[config.mk]
export PLATFORM = sky130hd
export DESIGN_NAME = pwm_bank
export DESIGN_NICKNAME = d
export VERILOG_FILES = /design/src/rtl/pwm_bank_pkg.sv /design/src/rtl/pwm_timebase.sv /design/src/rtl/pwm_channel.sv /design/src/rtl/pwm_bank.sv
export SDC_FILE = /design/constraint.sdc
export NUM_CORES = 1
export LEC_CHECK = 0
export ABC_AREA = 1
export BUFFER_PORTS_ARGS = -buffer_cell sky130_fd_sc_hd__buf_2
export CAP_MARGIN = 25
export CORE_MARGIN = 10
export CORE_UTILIZATION = 50
export CTS_CLUSTER_DIAMETER = 100
export DETAILED_ROUTE_END_ITERATION = 16
export GPL_TIMING_DRIVEN = 0
export PLACE_DENSITY_LB_ADDON = 0.2
export SYNTH_ARGS = -nofsm -noshare
export SYNTH_HDL_FRONTEND = slang
export SYNTH_HIERARCHICAL = 1
export SYNTH_SLANG_ARGS = --single-unit
[constraint.sdc]
create_clock -name clk -period 2.5 [get_ports clk]
set_input_delay 0.25 -clock clk [delete_from_list [all_inputs] [get_ports clk]]
set_output_delay 0.25 -clock clk [all_outputs]
set_load 0.01 [all_outputs]
[src/rtl/pwm_bank_pkg.sv]
`timescale 1ns/1ps
package pwm_bank_pkg;
  localparam int CNT_W = 8;
  localparam int SUB_W = 2;
  localparam int POS_W = CNT_W + SUB_W;
  localparam int PS_W  = 6;
  localparam logic [3:0] MODE_PWM = 4'hC;

  // last prescaler value before a timer step (4, 16 or 64 clocks per step)
  function automatic logic [PS_W-1:0] ps_limit(input logic [1:0] sel);
    case (sel)
      2'd0:    return 6'd3;
      2'd1:    return 6'd15;
      default: return 6'd63;
    endcase
  endfunction

  // quarter-step position taken from the top two prescaler bits in use
  function automatic logic [SUB_W-1:0] ps_sub(input logic [1:0] sel,
                                               input logic [PS_W-1:0] pc);
    case (sel)
      2'd0:    return pc[1:0];
      2'd1:    return pc[3:2];
      default: return pc[5:4];
    endcase
  endfunction

  function automatic logic [POS_W-1:0] duty_word(input logic [CNT_W-1:0] hi,
                                                 input logic [SUB_W-1:0] lo);
    return {hi, lo};
  endfunction

  function automatic logic mode_is_pwm(input logic [3:0] mode);
    return mode == MODE_PWM;
  endfunction
endpackage

[src/rtl/pwm_timebase.sv]
`timescale 1ns/1ps
module pwm_timebase
  import pwm_bank_pkg::*;
(
  input  logic             clk,
  input  logic             rst_n,
  input  logic             run,
  input  logic [1:0]       ps_sel,
  input  logic [CNT_W-1:0] period,
  input  logic             load,
  input  logic [CNT_W-1:0] load_val,
  output logic [CNT_W-1:0] count,
  output logic [SUB_W-1:0] sub,
  output logic             tick,
  output logic             match
);
  logic [PS_W-1:0] pc;

  assign tick  = run && (pc >= ps_limit(ps_sel));
  assign match = tick && (count == period) && !load;
  assign sub   = ps_sub(ps_sel, pc);

  always_ff @(posedge clk or negedge rst_n) begin
    if (!rst_n) begin
      count <= '0;
      pc    <= '0;
    end else if (load) begin
      count <= load_val;
      pc    <= '0;
    end else if (tick) begin
      pc    <= '0;
      count <= match ? '0 : count + 1'b1;
    end else if (run) begin
      pc    <= pc + 1'b1;
    end
  end
endmodule

[src/rtl/pwm_channel.sv]
`timescale 1ns/1ps
module pwm_channel
  import pwm_bank_pkg::*;
(
  input  logic             clk,
  input  logic             rst_n,
  input  logic             enable,
  input  logic [POS_W-1:0] duty_buf,
  input  logic             period_start,
  input  logic [POS_W-1:0] pos,
  output logic [POS_W-1:0] shadow,
  output logic             pin
);
  logic active;
  logic below;

  assign below = pos < shadow;
  assign pin   = enable && active && below;

  always_ff @(posedge clk or negedge rst_n) begin
    if (!rst_n) begin
      shadow <= '0;
      active <= 1'b0;
    end else if (!enable) begin
      active <= 1'b0;
    end else if (period_start) begin
      shadow <= duty_buf;
      active <= 1'b1;
    end else if (!below) begin
      active <= 1'b0;
    end
  end
endmodule

[src/rtl/pwm_bank.sv]
`timescale 1ns/1ps
module pwm_bank
  import pwm_bank_pkg::*;
#(
  parameter int NUM_CH = 4,
  parameter int ADDR_W = 8
) (
  input  logic              clk,
  input  logic              rst_n,
  input  logic [ADDR_W-1:0] bus_addr,
  input  logic              bus_wr,
  input  logic [7:0]        bus_wdata,
  output logic [7:0]        bus_rdata,
  output logic [NUM_CH-1:0] pwm_out
);
  localparam int NUM_TB   = 2;
  localparam int TB_SPAN  = 4;
  localparam int OFS_CNT  = 0;
  localparam int OFS_PER  = 1;
  localparam int OFS_CTL  = 2;
  localparam int OFS_FLG  = 3;
  localparam int CH_BASE  = 16;
  localparam int CH_SPAN  = 2;
  localparam int OFS_DUTY = 0;
  localparam int OFS_CCTL = 1;

  logic [NUM_TB-1:0][CNT_W-1:0] tb_period, tb_count;
  logic [NUM_TB-1:0][2:0]       tb_ctrl;
  logic [NUM_TB-1:0][SUB_W-1:0] tb_sub;
  logic [NUM_TB-1:0]            tb_tick, tb_match, tb_load, tb_flag;

  logic [NUM_CH-1:0][CNT_W-1:0] ch_duty;
  logic [NUM_CH-1:0][6:0]       ch_ctrl;
  logic [NUM_CH-1:0]            ch_en, ch_sel, ch_start;
  logic [NUM_CH-1:0][POS_W-1:0] ch_buf, ch_shadow, ch_pos;

  for (genvar t = 0; t < NUM_TB; t++) begin : g_tb
    localparam int BASE = TB_SPAN * t;
    logic [CNT_W-1:0] per_q;
    logic [2:0]       ctl_q;
    logic             flg_q;

    assign tb_load[t] = bus_wr && (bus_addr == ADDR_W'(BASE + OFS_CNT));

    always_ff @(posedge clk or negedge rst_n) begin
      if (!rst_n) begin
        per_q <= '0;
        ctl_q <= '0;
        flg_q <= 1'b0;
      end else begin
        if (bus_wr && bus_addr == ADDR_W'(BASE + OFS_PER)) per_q <= bus_wdata;
        if (bus_wr && bus_addr == ADDR_W'(BASE + OFS_CTL)) ctl_q <= bus_wdata[2:0];
        if (tb_match[t])
          flg_q <= 1'b1;
        else if (bus_wr && bus_addr == ADDR_W'(BASE + OFS_FLG))
          flg_q <= 1'b0;
      end
    end

    assign tb_period[t] = per_q;
    assign tb_ctrl[t]   = ctl_q;
    assign tb_flag[t]   = flg_q;

    pwm_timebase u_tb (
      .clk      (clk),
      .rst_n    (rst_n),
      .run      (ctl_q[2]),
      .ps_sel   (ctl_q[1:0]),
      .period   (per_q),
      .load     (tb_load[t]),
      .load_val (bus_wdata),
      .count    (tb_count[t]),
      .sub      (tb_sub[t]),
      .tick     (tb_tick[t]),
      .match    (tb_match[t])
    );
  end

  for (genvar n = 0; n < NUM_CH; n++) begin : g_ch
    localparam int BASE = CH_BASE + CH_SPAN * n;
    logic [CNT_W-1:0] duty_q;
    logic [6:0]       ctl_q;

    always_ff @(posedge clk or negedge rst_n) begin
      if (!rst_n) begin
        duty_q <= '0;
        ctl_q  <= '0;
      end else begin
        if (bus_wr && bus_addr == ADDR_W'(BASE + OFS_DUTY)) duty_q <= bus_wdata;
        if (bus_wr && bus_addr == ADDR_W'(BASE + OFS_CCTL)) ctl_q  <= bus_wdata[6:0];
      end
    end

    assign ch_duty[n]  = duty_q;
    assign ch_ctrl[n]  = ctl_q;
    assign ch_en[n]    = mode_is_pwm(ctl_q[3:0]);
    assign ch_sel[n]   = ctl_q[6];
    assign ch_buf[n]   = duty_word(duty_q, ctl_q[5:4]);
    assign ch_start[n] = tb_match[ch_sel[n]];
    assign ch_pos[n]   = {tb_count[ch_sel[n]], tb_sub[ch_sel[n]]};

    pwm_channel u_ch (
      .clk          (clk),
      .rst_n        (rst_n),
      .enable       (ch_en[n]),
      .duty_buf     (ch_buf[n]),
      .period_start (ch_start[n]),
      .pos          (ch_pos[n]),
      .shadow       (ch_shadow[n]),
      .pin          (pwm_out[n])
    );
  end

  always_comb begin
    bus_rdata = '0;
    for (int t = 0; t < NUM_TB; t++) begin
      if (bus_addr == ADDR_W'(TB_SPAN*t + OFS_CNT)) bus_rdata = tb_count[t];
      if (bus_addr == ADDR_W'(TB_SPAN*t + OFS_PER)) bus_rdata = tb_period[t];
      if (bus_addr == ADDR_W'(TB_SPAN*t + OFS_CTL)) bus_rdata = {5'b0, tb_ctrl[t]};
      if (bus_addr == ADDR_W'(TB_SPAN*t + OFS_FLG)) bus_rdata = {7'b0, tb_flag[t]};
    end
    for (int n = 0; n < NUM_CH; n++) begin
      if (bus_addr == ADDR_W'(CH_BASE + CH_SPAN*n + OFS_DUTY)) bus_rdata = ch_duty[n];
      if (bus_addr == ADDR_W'(CH_BASE + CH_SPAN*n + OFS_CCTL)) bus_rdata = {1'b0, ch_ctrl[n]};
    end
  end
endmodule

# Word-level counts from Yosys, hierarchy flattened
# Index checks and enable logic that the tools add are counted.
# totals
output_inout_bits	12
in_bits	19
ff_bits	156
wordCells	184
# op_classes
muxes	72
eq_ne	27
addsub	4
n_reduce_logical	45
n_lt_le_gt_ge	10
# ops
operator	n
$mux W8	30
$eq A8 B5 Y1 const B	8
$lt A10 B10 Y1	4
$mux W6	6
$eq A8 B3 Y1 const B	4
$logic_and A1 B1 Y1	30
$mux W1	24
$pmux W6 S2	2
$add A8 B1 Y8 const B	2
$eq A4 B4 Y1 const B	4
$eq A8 B2 Y1 const B	2
$eq A8 B8 Y1	2
$mux W2	8
$add A6 B1 Y6 const B	2
$ge A6 B6 Y1	2
$ne A3 B3 Y1 const B	4
$eq A8 B1 Y1 const B	1
$logic_not A8 Y1	1
$lt A1 B2 Y1 const B	4
$pmux W2 S2	2
$reduce_and A2 Y1	4
$reduce_bool A2 Y1	4
$reduce_bool A3 Y1	2
$eq A2 B1 Y1 const B	2
2 further kinds	4

# Longest topological paths before layout
# Gate-level depths: netlist of the first run.
# logic_depth
ltp_word	17
depth_mapped	17
ltp_nobuf	15

# Cells and area by module
# The synthesis of the first run kept the hierarchy.
# by_module_without_submodules
mod	cells_per_inst	instances	area_per_inst_um2	seq_area_each_um2
pwm_bank	610	1	4533.1	2102.0
pwm_channel	81	4	703.2	275.3
pwm_timebase at g_tb[0].u_tb	195	1	1257.5	350.3
pwm_timebase at g_tb[1].u_tb	196	1	1246.2	350.3

# Least setup slack after synthesis of the first run
# OpenSTA, ideal clock, no wires.
# synth_path
kind	register to register
startpoint	reg g_tb[1].ctl_q[1]
endpoint	reg g_ch[2].u_ch.shadow[1]
required_ps	2427
period_less_slack_ps	2244
stages_incl_launch_ff	16
slack_ps	256
arrival_ps	2171
path_cell_list	dfrtp_1 -> inv_1 -> ha_1 -> nand2_1 -> nor2_1 -> nand3_2 -> nand2_2 -> nand2_2 -> buf_6 -> nor2_1 -> nand2_1 -> o21ai_0 -> nand2_2 -> buf_6 -> buf_12 -> a21oi_2
# synth_via
elab_chain_cells	9
word_cells_on_any_way	10
classes_between	order compare (1); eq/ne (1); mux (3); reduce/logical (5)
# synth_lines
element	line	rtl
start: declaration	pwm_bank.sv:40	logic [2:0] ctl_q;
start signal: assignment	pwm_bank.sv:52	if (bus_wr && bus_addr == ADDR_W'(BASE + OFS_CTL)) ctl_q <= bus_wdata[2:0];
$eq A2 B1 Y1 / $logic_not A2 Y1 (equally long branches)	pwm_bank_pkg.sv:11	case (sel)
$pmux W6 S2 *	pwm_bank_pkg.sv:11	
$ge A6 B6 Y1 *	pwm_timebase.sv:19	assign tick = run && (pc >= ps_limit(ps_sel));
$logic_and A1 B1 Y1 *	pwm_timebase.sv:19	
$logic_and A1 B1 Y1 * (2 in series)	pwm_timebase.sv:20	assign match = tick && (count == period) && !load;
named net tb_match[1]	pwm_bank.sv:30	logic [NUM_TB-1:0] tb_tick, tb_match, tb_load, tb_flag;
$mux W1 (implied by the code) * (2 in series)	pwm_bank.sv:99	assign ch_start[n] = tb_match[ch_sel[n]];
named net ch_start[2]	pwm_bank.sv:34	logic [NUM_CH-1:0] ch_en, ch_sel, ch_start;
$reduce_and A2 Y1 (no source line) *	--	
end signal: assignment	pwm_channel.sv:27	shadow <= duty_buf;
end: declaration	pwm_channel.sv:11	output logic [POS_W-1:0] shadow,
# The timed path passes the listed nets; every way through them passes the cells marked *. The select of a mux whose other input is x is not followed.
# A chain may end at the register's enable or synchronous reset.

# Worst setup path in the final report of the first run
# layout_path
startpoint	reg g_tb[0].u_tb.count[3]
endpoint	out bus_rdata[3]
# layout_via
elab_chain_cells	16
# layout_lines
element	line	rtl
start: declaration	pwm_timebase.sv:12	output logic [CNT_W-1:0] count,
start signal: assignment	pwm_timebase.sv:28	count <= load_val;
start signal: assignment	pwm_timebase.sv:32	count <= match ? '0 : count + 1'b1;
$mux W8	pwm_bank.sv:117	if (bus_addr == ADDR_W'(TB_SPAN*t + OFS_CNT)) bus_rdata = tb_count[t];
$mux W8	pwm_bank.sv:118	if (bus_addr == ADDR_W'(TB_SPAN*t + OFS_PER)) bus_rdata = tb_period[t];
$mux W8	pwm_bank.sv:119	if (bus_addr == ADDR_W'(TB_SPAN*t + OFS_CTL)) bus_rdata = {5'b0, tb_ctrl[t]};
$mux W8	pwm_bank.sv:120	if (bus_addr == ADDR_W'(TB_SPAN*t + OFS_FLG)) bus_rdata = {7'b0, tb_flag[t]};
$mux W8	pwm_bank.sv:117	
$mux W8	pwm_bank.sv:118	
$mux W8	pwm_bank.sv:119	
$mux W8	pwm_bank.sv:120	
$mux W8	pwm_bank.sv:123	if (bus_addr == ADDR_W'(CH_BASE + CH_SPAN*n + OFS_DUTY)) bus_rdata = ch_duty[n];
$mux W8	pwm_bank.sv:124	if (bus_addr == ADDR_W'(CH_BASE + CH_SPAN*n + OFS_CCTL)) bus_rdata = {1'b0, ch_ctrl[n]};
$mux W8	pwm_bank.sv:123	
$mux W8	pwm_bank.sv:124	
$mux W8	pwm_bank.sv:123	
$mux W8	pwm_bank.sv:124	
$mux W8	pwm_bank.sv:123	
$mux W8	pwm_bank.sv:124	
end: declaration	pwm_bank.sv:13	output logic [7:0] bus_rdata,
# No other way between the ends.

==> metrics.cfg, run 1 <==
[status]
status = completed

[critical_path]
crit_required_ns = 2.25
cp_max_fo = 5
timing.critical_path.mode_cell = nor2_1
start_kind = flop
crit_slowest_cell = dfrtp_1
critical_path.max_stage_delay_ns = 0.40
cp-end-kind = primary output
path_class = flop to primary output
cp_cell_sequence = clkinvlp_4 > o21ai_1 > a21oi_1 > nand3_1 > a21oi_2 > nand4_1 > nor2_1 > nor2_1 > buf_2
arrival_ns = 2.24

[timing]
tns_ns = 0
layout_setup_ws_ns = 0.0127
final_hold_viol_count = 0
timing.fmax_mhz = 402
finClkSkew_ns = 0.0119
max_slew_margin_pct = 42.0
hold_slack_ns = 0.122
worst-slew-pin-transition_ns = 0.870
rsz0062_at_grt = true
drv_slew = 0
fin_crit_sh_pct = 99.5
min_period_ns = 2.49
setup_violations = 0

[detailed_routing]
detail_route.iter0.violations = 803
routed_via_density = 5.44
vias = 9131
post_drt_wl_per_cell_um = 18.0
route.antenna.remaining_nets = 0
route.detailed.drc = 0
drt-total-wl_um = 30100
drt_first_pass_iters = 5

[placement]
port_buffers = 30
dpl.hpwl_um = 20700
place_congestion = 0.951
pre_cts_slack_ns = -0.422

[floorplan]
start_util_pct = 50.8
rows = 51
die_area_um2 = 25700
die_h_um = 160
fp.coreArea_um2 = 19400
die_w_um = 160
ios = 31

[clock_network]
clkSinkCount = 156
cts.clk_slew.worst_paths_ns = 0.07
cts-htree-levels = 4
clockBufferDepth = 2
cts_tree = built
clockRootBuffer = clkbuf_16
clock_latency_ns = 0.44
cts_buffers = 17

[yosys]
synth.avg_cell_area_um2 = 7.43
synth_cell_type_count = 41
synth_edf_count = 0
synth_area_um2 = 9850
synthCells = 1325
synthArstFlopShare_pct = 100
synth_top_flop_cell = dfrtp_1
ys_ff_latch = 156
synth_nets = 1388
ys_seq_area_share_pct = 39.6
yosysWarningCount = 6

[global_routing]
track_usage_pct = 22.9
antenna_found_initial = 0
grt_max_degree = 83
grt_pass1_wl_um = 46400
grt_overflow_total = 0
grt_pass1_vias = 8560

[finish]
drive_above_1_share_pct = 20.5
num_antenna_cells = 0
area.growth.synth_to_final_pct = 16.2
nets = 1462
fillCellCount = 1771

[flow_run]
max_cap_violations = 0

[power_and_ir_drop]
p_leak_nw = 5.89
p_per_area_nw_per_um2 = 589
ir_drop_mv = 0.454
p_total_mw = 6.74

[worst_hold_path]
hold_path.class = input pin to flop

repair_timing:
| action | CTS | global route |
|---|---|---|
| setup buffers | 4 | 17 |
| gates cloned | 0 | 2 |
| hold buffers | 1 | 0 |
| resized for setup | 41 | 75 |
| endpoints found under the hold margin | 74 | 0 |
| endpoints found under the setup margin | 53 | 54 |
| pin swaps | 2 | 16 |
per-layer routing:
metal	wire, um	part of all wire, %	track usage [%]	vias up
li1	-	-	-	4377
met3	2560	8.5	5.42	86
met4	1150	3.8	10.2	0
met5	0	0	0	-
met1	13000	43	30.8	4281
met2	13400	44	34.6	387
registers in the layout, summed over array words and instances (netlist names):
signal / count
g_ch.u_ch/shadow: 40
g_ch.duty_q: 32
g_ch.ctl_q: 28
g_tb.per_q: 16
g_tb.u_tb/count: 16
g_tb.u_tb/pc: 12
g_tb.ctl_q: 6
g_ch.u_ch/active: 4
g_tb.flg_q: 2
report_power, final:
group	internal (mW)	leakage, nW	switching [mW]
Sequential	2.67	1.94	0.216
Clock	1.34	0.282	1.24
Combinational	0.413	3.67	0.862
through the flow:
step	instances	cell area, um2	utilization, %
finish	1677	11400	59.0
global route	1677	11400	59.0
CTS	1658	11000	56.9
detailed placement	1621	10400	53.5
global placement	1620	10300	53.3
floorplan	1325	9850	-
critical path: cells and delay by family (launching register included):
kind,cells,cell delay [ns]
compound gates,3,0.53
buf+inv,2,0.34
simple gates,4,0.52
flops,1,0.40
kinds of logic after synthesis:
kind of cell,Yosys count,synth area share [%]
muxes,4,0.457
adders and majority gates,44,5.59
AOI/OAI and AO/OA,209,12.4
buffers and inverters,231,10.5
and+or+nand+nor,659,29.5
DFF,156,39.6
xor gates and xnor gates,22,1.96
cell usage in the layout, fill, tap and decap left out, types with 6 or more instances in the layout:
cell type | synthesis | layout
xor2_1 | 13 | 13
buf_4 | 2 | 22
o21ai_1 | 17 | 23
inv_1 | 174 | 160
clkinvlp_4 | 0 | 7
a21oi_1 | 22 | 18
a21oi_2 | 37 | 39
o21ai_2 | 1 | 14
nor3_1 | 10 | 10
nand4_1 | 40 | 40
o21ai_0 | 121 | 102
nand3_2 | 6 | 14
inv_6 | 0 | 6
nand2_2 | 21 | 24
xnor2_1 | 9 | 9
nand3_1 | 54 | 46
buf_6 | 10 | 8
nor2_1 | 102 | 96
inv_2 | 11 | 16
nor2_4 | 8 | 10
clkbuf_16 | 0 | 19
dfrtp_1 | 156 | 142
nand2_1 | 397 | 393
ha_1 | 44 | 42
dfrtp_2 | 0 | 14
nor2_2 | 8 | 12
inv_8 | 0 | 8
buf_2 | 11 | 40
Yosys cell counts (12+ instances only):
cell type,n,share of area [%]
nand2_1,397,15
inv_1,174,6.6
dfrtp_1,156,40
o21ai_0,121,6.1
nor2_1,102,3.9
nand3_1,54,2.7
ha_1,44,5.6
nand4_1,40,2.5
a21oi_2,37,3.3
a21oi_1,22,1.1
nand2_2,21,1.3
o21ai_1,17,0.86
xor2_1,13,1.2
clkbuf_1,12,0.46
worst paths after layout:
check | from | to | slack (ns) | cells after the start
max reg2reg | g_tb[1].u_tb/count[4] | g_ch[2].u_ch/shadow[7] | 0.03 | 11
max | g_tb[0].u_tb/count[3] | bus_rdata[3] | 0.01 | 9
min reg2reg | g_ch[2].ctl_q[2] | g_ch[2].ctl_q[2] | 0.50 | 2
min in group asynchronous | rst_n | g_ch[0].u_ch/shadow[6] | 0.40 | 2
max in group asynchronous | rst_n | g_ch[3].ctl_q[6] | 1.24 | 3
min | bus_wdata[4] | g_tb[0].u_tb/count[4] | 0.12 | 5
final cells by class:
cell class	instances	area, um2	area share, %
clock inverters	14	141	1.24
inverters	192	758	6.62
repair buffers	55	430	3.76
clock buffers	18	429	3.75
well taps	265	332	2.90
flip-flops and latches	156	3920	34.3
plain buffers	39	338	2.95
multi-input cells	938	5100	44.5
Note: power is estimated with default switching activity, not from simulation.
==> run 2, diff against run 1 <==
--- a/config.mk
+++ b/config.mk
@@ -8,6 +8,7 @@
 export ABC_AREA = 1
 export BUFFER_PORTS_ARGS = -buffer_cell sky130_fd_sc_hd__buf_2
 export CAP_MARGIN = 25
+export CORE_ASPECT_RATIO = 1.1
 export CORE_MARGIN = 10
 export CORE_UTILIZATION = 50
 export CTS_CLUSTER_DIAMETER = 100
==> run 2 against run 1 <==
Against the previous run: the run now ends with negative setup slack left; clock skew rose by 0.00094 ns; total power fell by 0.60%; sequential power barely moved; largest power group unchanged.
==> metrics.cfg, run 2 (synthesized netlist as in run 1, its figures left out) <==
[timing]
max_slew_margin_pct = 45.8  ; +3.8 points
layout_setup_ws_ns = -0.0361  ; -0.0488 ns
hold_slack_ns = 0.121  ; -0.000671 ns
drv_slew = 0  ; unchanged
setup_violations = 2  ; +2
finClkSkew_ns = 0.0129  ; +0.000942 ns
final_hold_viol_count = 0  ; unchanged
fin_crit_sh_pct = 101  ; +2.0 points
rsz0062_at_grt = true
worst-slew-pin-transition_ns = 0.814  ; -0.0567 ns
min_period_ns = 2.54  ; +0.0488 ns
timing.fmax_mhz = 394  ; -1.9%

[critical_path]
cp-end-kind = primary output
crit_required_ns = 2.25  ; about the same
start_kind = flop
path_class = flop to primary output
crit_slowest_cell = dfrtp_2
arrival_ns = 2.29  ; +0.05 ns
cp_cell_sequence = nor2_4 > inv_2 > o211ai_1 > inv_2 > o21ai_2 > ha_1 > nand2_1 > nand2_1 > nand3_1 > nand3_2 > inv_1 > buf_2
cp_max_fo = 6  ; +1
critical_path.max_stage_delay_ns = 0.46  ; +0.06 ns

[detailed_routing]
route.detailed.drc = 0  ; unchanged
vias = 8844  ; -3.1%
routed_via_density = 5.34  ; -1.9%
drt-total-wl_um = 29700  ; -1.4%
drt_first_pass_iters = 5  ; unchanged
detail_route.iter0.violations = 797  ; -0.75%
post_drt_wl_per_cell_um = 17.9  ; -0.17%
route.antenna.remaining_nets = 0  ; unchanged

[global_routing]
track_usage_pct = 23.0  ; about the same
grt_max_degree = 98  ; +18%
antenna_found_initial = 0  ; unchanged
grt_overflow_total = 0  ; unchanged
grt_pass1_wl_um = 47000  ; +1.3%
grt_pass1_vias = 8463  ; -1.1%

[floorplan]
start_util_pct = 51.2  ; +0.44 points
fp.coreArea_um2 = 19200  ; -0.86%
die_area_um2 = 25700  ; about the same
die_w_um = 154  ; -4.1%
die_h_um = 167  ; +4.3%
rows = 53  ; +3.9%
ios = 31  ; unchanged

[placement]
place_congestion = 0.970  ; +2.1%
dp.cells = 1603  ; -1.1%
pre_cts_slack_ns = -0.442  ; -0.0197 ns
place_area_um2 = 10300  ; -0.22%
dpl.hpwl_um = 20900  ; +1.1%
port_buffers = 30  ; unchanged

[finish]
largest_register_ffs = 40  ; unchanged
num_antenna_cells = 0  ; unchanged
area.growth.synth_to_final_pct = 16.2  ; about the same
drive_above_1_share_pct = 20.3  ; -0.24 points
reg.largest.list = g_ch.u_ch/shadow x40, g_ch.duty_q x32, g_ch.ctl_q x28
nets = 1459  ; -0.21%
fin_area_um2 = 11400  ; about the same
layout_common_cells = nand2_1, inv_1, dfrtp_1
regMostFlops = g_ch.u_ch/shadow
final_common_cell = nand2_1
layoutNonFillerInstCount = 1656  ; -1.3%

[clock_network]
cts_buffers = 17  ; unchanged
clockRootBuffer = clkbuf_16
clkSinkCount = 156  ; unchanged
cts.clk_slew.worst_paths_ns = 0.07  ; about the same
clock_latency_ns = 0.44  ; about the same
cts_tree = built
cts-htree-levels = 4  ; unchanged
clockBufferDepth = 2  ; unchanged

[power_and_ir_drop]
ir_drop_mv = 0.440  ; -3.2%
p_per_area_nw_per_um2 = 585  ; -0.64%
p_leak_nw = 5.88  ; about the same

[worst_hold_path]
hold_path.class = input pin to flop

[status]
violations = negative setup slack
status = finished with violations

[flow_run]
max_cap_violations = 0  ; unchanged

run 2: cell types whose count changed in the layout (fill, tap and decap cells not counted), sizes merged:
| cell | before | now |
|---|---|---|
| clkinvlp | 7 | 6 |
| buf | 81 | 76 |
| clkinv | 5 | 6 |
| clkbuf | 30 | 32 |
run 2: layout make-up:
class                   count  area, um2
flip-flops and latches    156       3920
plain buffers              39        329
clock buffers              18        429
inverters                 192        748
multi-input cells         938       5150
fillers                  1827       7780
repair buffers             52        423
clock inverters            14        138
well taps                 247        309
run 2: final timing paths:
kind / from / endpoint / slack (ns) / cells after the start
worst max-delay path: g_tb[0].ctl_q[1] / pwm_out[3] / -0.04 / 12
worst min-delay path: bus_wdata[5] / g_tb[1].u_tb/count[5] / 0.12 / 5
worst max register to register: g_tb[1].ctl_q[1] / g_ch[1].u_ch/shadow[6] / 0.05 / 18
worst min register to register: g_ch[2].ctl_q[3] / g_ch[2].ctl_q[3] / 0.49 / 2
max in group asynchronous: rst_n / g_ch[2].ctl_q[6] / 1.28 / 3
min in group asynchronous: rst_n / g_ch[0].u_ch/shadow[3] / 0.34 / 2
run 2: power by group:
group,switching [mW],internal [mW],total [mW]
registers,0.208,2.67,2.88
clock network,1.23,1.33,2.56
logic,0.855,0.407,1.26
run 2: critical path, delay by kind of cell, from the launching register on:
family | cells | cell delay (ns)
buffers and inverters | 4 | 0.38
adders and majority gates | 1 | 0.25
AOI/OAI and AO/OA | 2 | 0.34
and+or+nand+nor | 5 | 0.42
DFF | 1 | 0.46
run 2: per-stage QoR:
| step | utilization (%) | power, mW | TNS [ns] |
|---|---|---|---|
| 6_report | 59.5 | 6.70 | -0.0570 |
| 3_5_place_dp | 53.8 | 4.04 | -17.28 |
| 4_1_cts | 57.2 | 6.63 | -0.0300 |
| 5_1_grt | 59.5 | 7.02 | -1.02 |
| 3_3_place_gp | 53.6 | 4.01 | -225.04 |
| 2_1_floorplan | - | 3.59 | 0 |
run 2: timing repair:
item / CTS / global route
setup endpoints to repair: 53 / 54
setup buffers: 2 / 15
hold endpoints to repair: 59 / 0
gates resized for setup: 39 / 78
gates cloned: 0 / 3
hold buffers: 1 / 0
pin swaps: 1 / 18
run 2: layer usage:
layer / track usage, % / wire (um)
met5: 1.19 / 49
met4: 10.2 / 1100
met3: 5.74 / 2060
met2: 35.2 / 13600
met1: 29.9 / 12900
==> run 3, diff against run 2 <==
--- a/config.mk
+++ b/config.mk
@@ -6,8 +6,7 @@
 export NUM_CORES = 1
 export LEC_CHECK = 0
 export ABC_AREA = 1
-export BUFFER_PORTS_ARGS = -buffer_cell sky130_fd_sc_hd__buf_2
-export CAP_MARGIN = 25
+export BUFFER_PORTS_ARGS = -buffer_cell sky130_fd_sc_hd__buf_4
 export CORE_ASPECT_RATIO = 1.1
 export CORE_MARGIN = 10
 export CORE_UTILIZATION = 50
==> run 3 against run 2 <==
Against the previous run: maximum frequency hardly changed; first-iteration DRC count fell by 5.9%; via count up 2.1%; clock power is essentially flat; sequential power hardly changed; largest power group unchanged; critical path depth decreased by 3; total power is 0.17% higher; global-route usage is 0.086 points lower; sequential share of layout area up 0.17 points; register-to-register slack worse by 0.02 ns; setup slack about the same; non-clock buffer count is 1 lower; the flow still finishes with violations (negative setup slack).
==> metrics.cfg, run 3 (synthesized netlist as in run 1, its figures left out) <==
[clock_network]
clockRootBuffer = clkbuf_16
clockBufferDepth = 2  ; unchanged
clkSinkCount = 156  ; unchanged
cts-htree-levels = 4  ; unchanged
cts_buffers = 17  ; unchanged
cts.clk_slew.worst_paths_ns = 0.07  ; about the same
clock_latency_ns = 0.44  ; about the same
cts_tree = built

[power_and_ir_drop]
ir_drop_mv = 0.450  ; +2.2%
p_leak_nw = 5.85  ; -0.51%
p_sw_share_pct = 33.1  ; -1.2 points
power_frac_comb_pct = 18.7  ; about the same
power_frac_seq_pct = 42.9  ; about the same
p_per_area_nw_per_um2 = 590  ; +0.85%
p_int_mw = 4.49  ; +1.9%
switching_power_mw = 2.22  ; -3.2%
clockPowerShare_pct = 38.5  ; +0.3 points

[critical_path]
r2r_start = g_tb[1].u_tb/count[4]
reg2reg_depth = 11  ; -7
cp-startpoint = g_tb[1].u_tb/count[7]
cp-endpoint = pwm_out[2]
path_class = flop to primary output
cp_max_fo = 9  ; +3
crit_required_ns = 2.25  ; about the same
r2r-end = g_ch[0].u_ch/shadow[6]
start_kind = flop
arrival_ns = 2.29  ; about the same
cp-end-kind = primary output
r2r_slack_ns = 0.03  ; -0.02 ns

[timing]
timing.fmax_mhz = 394  ; about the same
min_period_ns = 2.54  ; +0.000479 ns
layout_setup_ws_ns = -0.0366  ; -0.000479 ns
drv_slew = 0  ; unchanged
final_hold_viol_count = 0  ; unchanged
finClkSkew_ns = 0.00853  ; -0.00433 ns
rsz0062_at_grt = true
max_slew_margin_pct = 39.2  ; -6.6 points
hold_slack_ns = 0.113  ; -0.00780 ns
fin_crit_sh_pct = 101  ; about the same
setup_violations = 2  ; unchanged
tns_ns = -0.0377  ; +0.0194 ns
worst-slew-pin-transition_ns = 0.913  ; +0.0989 ns

[worst_hold_path]
hold_path.class = input pin to flop
min_path_cells = 5  ; unchanged

[placement]
place_congestion = 0.935  ; -3.7%
pre_cts_slack_ns = -0.477  ; -0.0352 ns
port_buffers = 30  ; unchanged
dpl.hpwl_um = 20900  ; -0.18%

[global_routing]
antenna_found_initial = 0  ; unchanged
use_met1_pct = 31.2  ; +1.3 points
grt_most_used_layer = met2
grt_max_degree = 118  ; +20%
track_usage_pct = 22.9  ; -0.086 points
grt_overflow_total = 0  ; unchanged
met3_usage_pct = 4.51  ; -1.2 points
grt_pass1_wl_um = 46700  ; -0.56%
grt_pass1_vias = 8325  ; -1.6%
grt_use_met2_pct = 35.4  ; +0.26 points

[finish]
layout_common_cells = nand2_1, inv_1, dfrtp_1
largest_register_ffs = 40  ; unchanged
reg.largest.list = g_ch.u_ch/shadow x40, g_ch.duty_q x32, g_ch.ctl_q x28
final_core_util_pct = 59.1  ; -0.40 points
drive_above_1_share_pct = 19.8  ; -0.47 points
nets = 1458  ; -0.069%
regMostFlops = g_ch.u_ch/shadow
area.growth.synth_to_final_pct = 15.5
num_antenna_cells = 0  ; unchanged
final_common_cell = nand2_1

[detailed_routing]
routed_via_density = 5.46  ; +2.2%
post_drt_wl_per_cell_um = 17.9  ; -0.39%
vias = 9026  ; +2.1%
route.antenna.remaining_nets = 0  ; unchanged
drt_first_pass_iters = 5  ; unchanged
detail_route.iter0.violations = 750  ; -5.9%
drt-total-wl_um = 29500  ; -0.52%
route.detailed.drc = 0  ; unchanged

[floorplan]
die_w_um = 154  ; unchanged
fp.coreArea_um2 = 19200  ; unchanged
rows = 53  ; unchanged
die_h_um = 167  ; unchanged
ios = 31  ; unchanged
start_util_pct = 51.2  ; unchanged
die_area_um2 = 25700  ; unchanged

[status]
violations = negative setup slack
status = finished with violations

[flow_run]
max_cap_violations = 0  ; unchanged

## run 3: worst max-delay path, stage by stage (launching register included)
cell and delay (ns):
dfrtp_1 0.59, nand2_1 0.14, o21ai_0 0.11, ha_1 0.32, nand2_1 0.07, nor2_1 0.22
nand3_2 0.15, nand3_4 0.10, inv_2 0.04, buf_6 0.11
## run 3: stage by stage
stage | cell area, um2 | cells | power, mW
6_report | 11400 | 1654 | 6.71
5_1_grt | 11400 | 1654 | 7.03
4_1_cts | 11100 | 1639 | 6.65
3_5_place_dp | 10400 | 1603 | 4.05
3_3_place_gp | 10400 | 1602 | 4.02
2_1_floorplan | 9850 | 1325 | 3.59
## run 3: final cells by class
type | count | area, um2
flip-flops and latches | 156 | 3920
clock inverters | 14 | 149
fillers | 1798 | 7860
inverters | 192 | 744
repair buffers | 51 | 418
clock buffers | 17 | 425
multi-input cells | 938 | 5080
well taps | 247 | 309
plain buffers | 39 | 328
## run 3: per-layer routing
metal | vias up | wire, um
li1 | 4361 | -
met1 | 4267 | 13000
met2 | 337 | 13500
met3 | 61 | 2060
met4 | 0 | 990
met5 | - | 0
## run 3: how the worst min path moves through the flow
stage / from / to
2_1_floorplan: rst_n / g_ch[0].ctl_q[0]
3_3_place_gp: g_ch[2].ctl_q[2] / g_ch[2].ctl_q[2]
3_5_place_dp: rst_n / g_tb[1].u_tb/pc[5]
4_1_cts: bus_wdata[1] / g_tb[1].u_tb/count[1]
5_1_grt: bus_wdata[0] / g_tb[0].u_tb/count[0]
6_report: bus_wdata[1] / g_tb[1].u_tb/count[1]
## run 3: power by group through the flow
| stage | clock [mW] | combinational, mW | sequential (mW) |
|---|---|---|---|
| finish | 2.58 | 1.25 | 2.88 |
| global route | 2.73 | 1.40 | 2.89 |
| CTS | 2.61 | 1.17 | 2.87 |
| detailed placement | 0 | 1.14 | 2.91 |
| global placement | 0 | 1.11 | 2.91 |
| floorplan | 0 | 0.751 | 2.84 |
## run 3: repair_timing
action                                  in CTS  in global routing
endpoints found under the hold margin       39                  0
buffers inserted                             4                 14
pin swaps                                    1                 21
gates cloned                                 0                  1
hold buffers                                 1                  0
resized for setup                           30                 68
endpoints found under the setup margin      52                 55
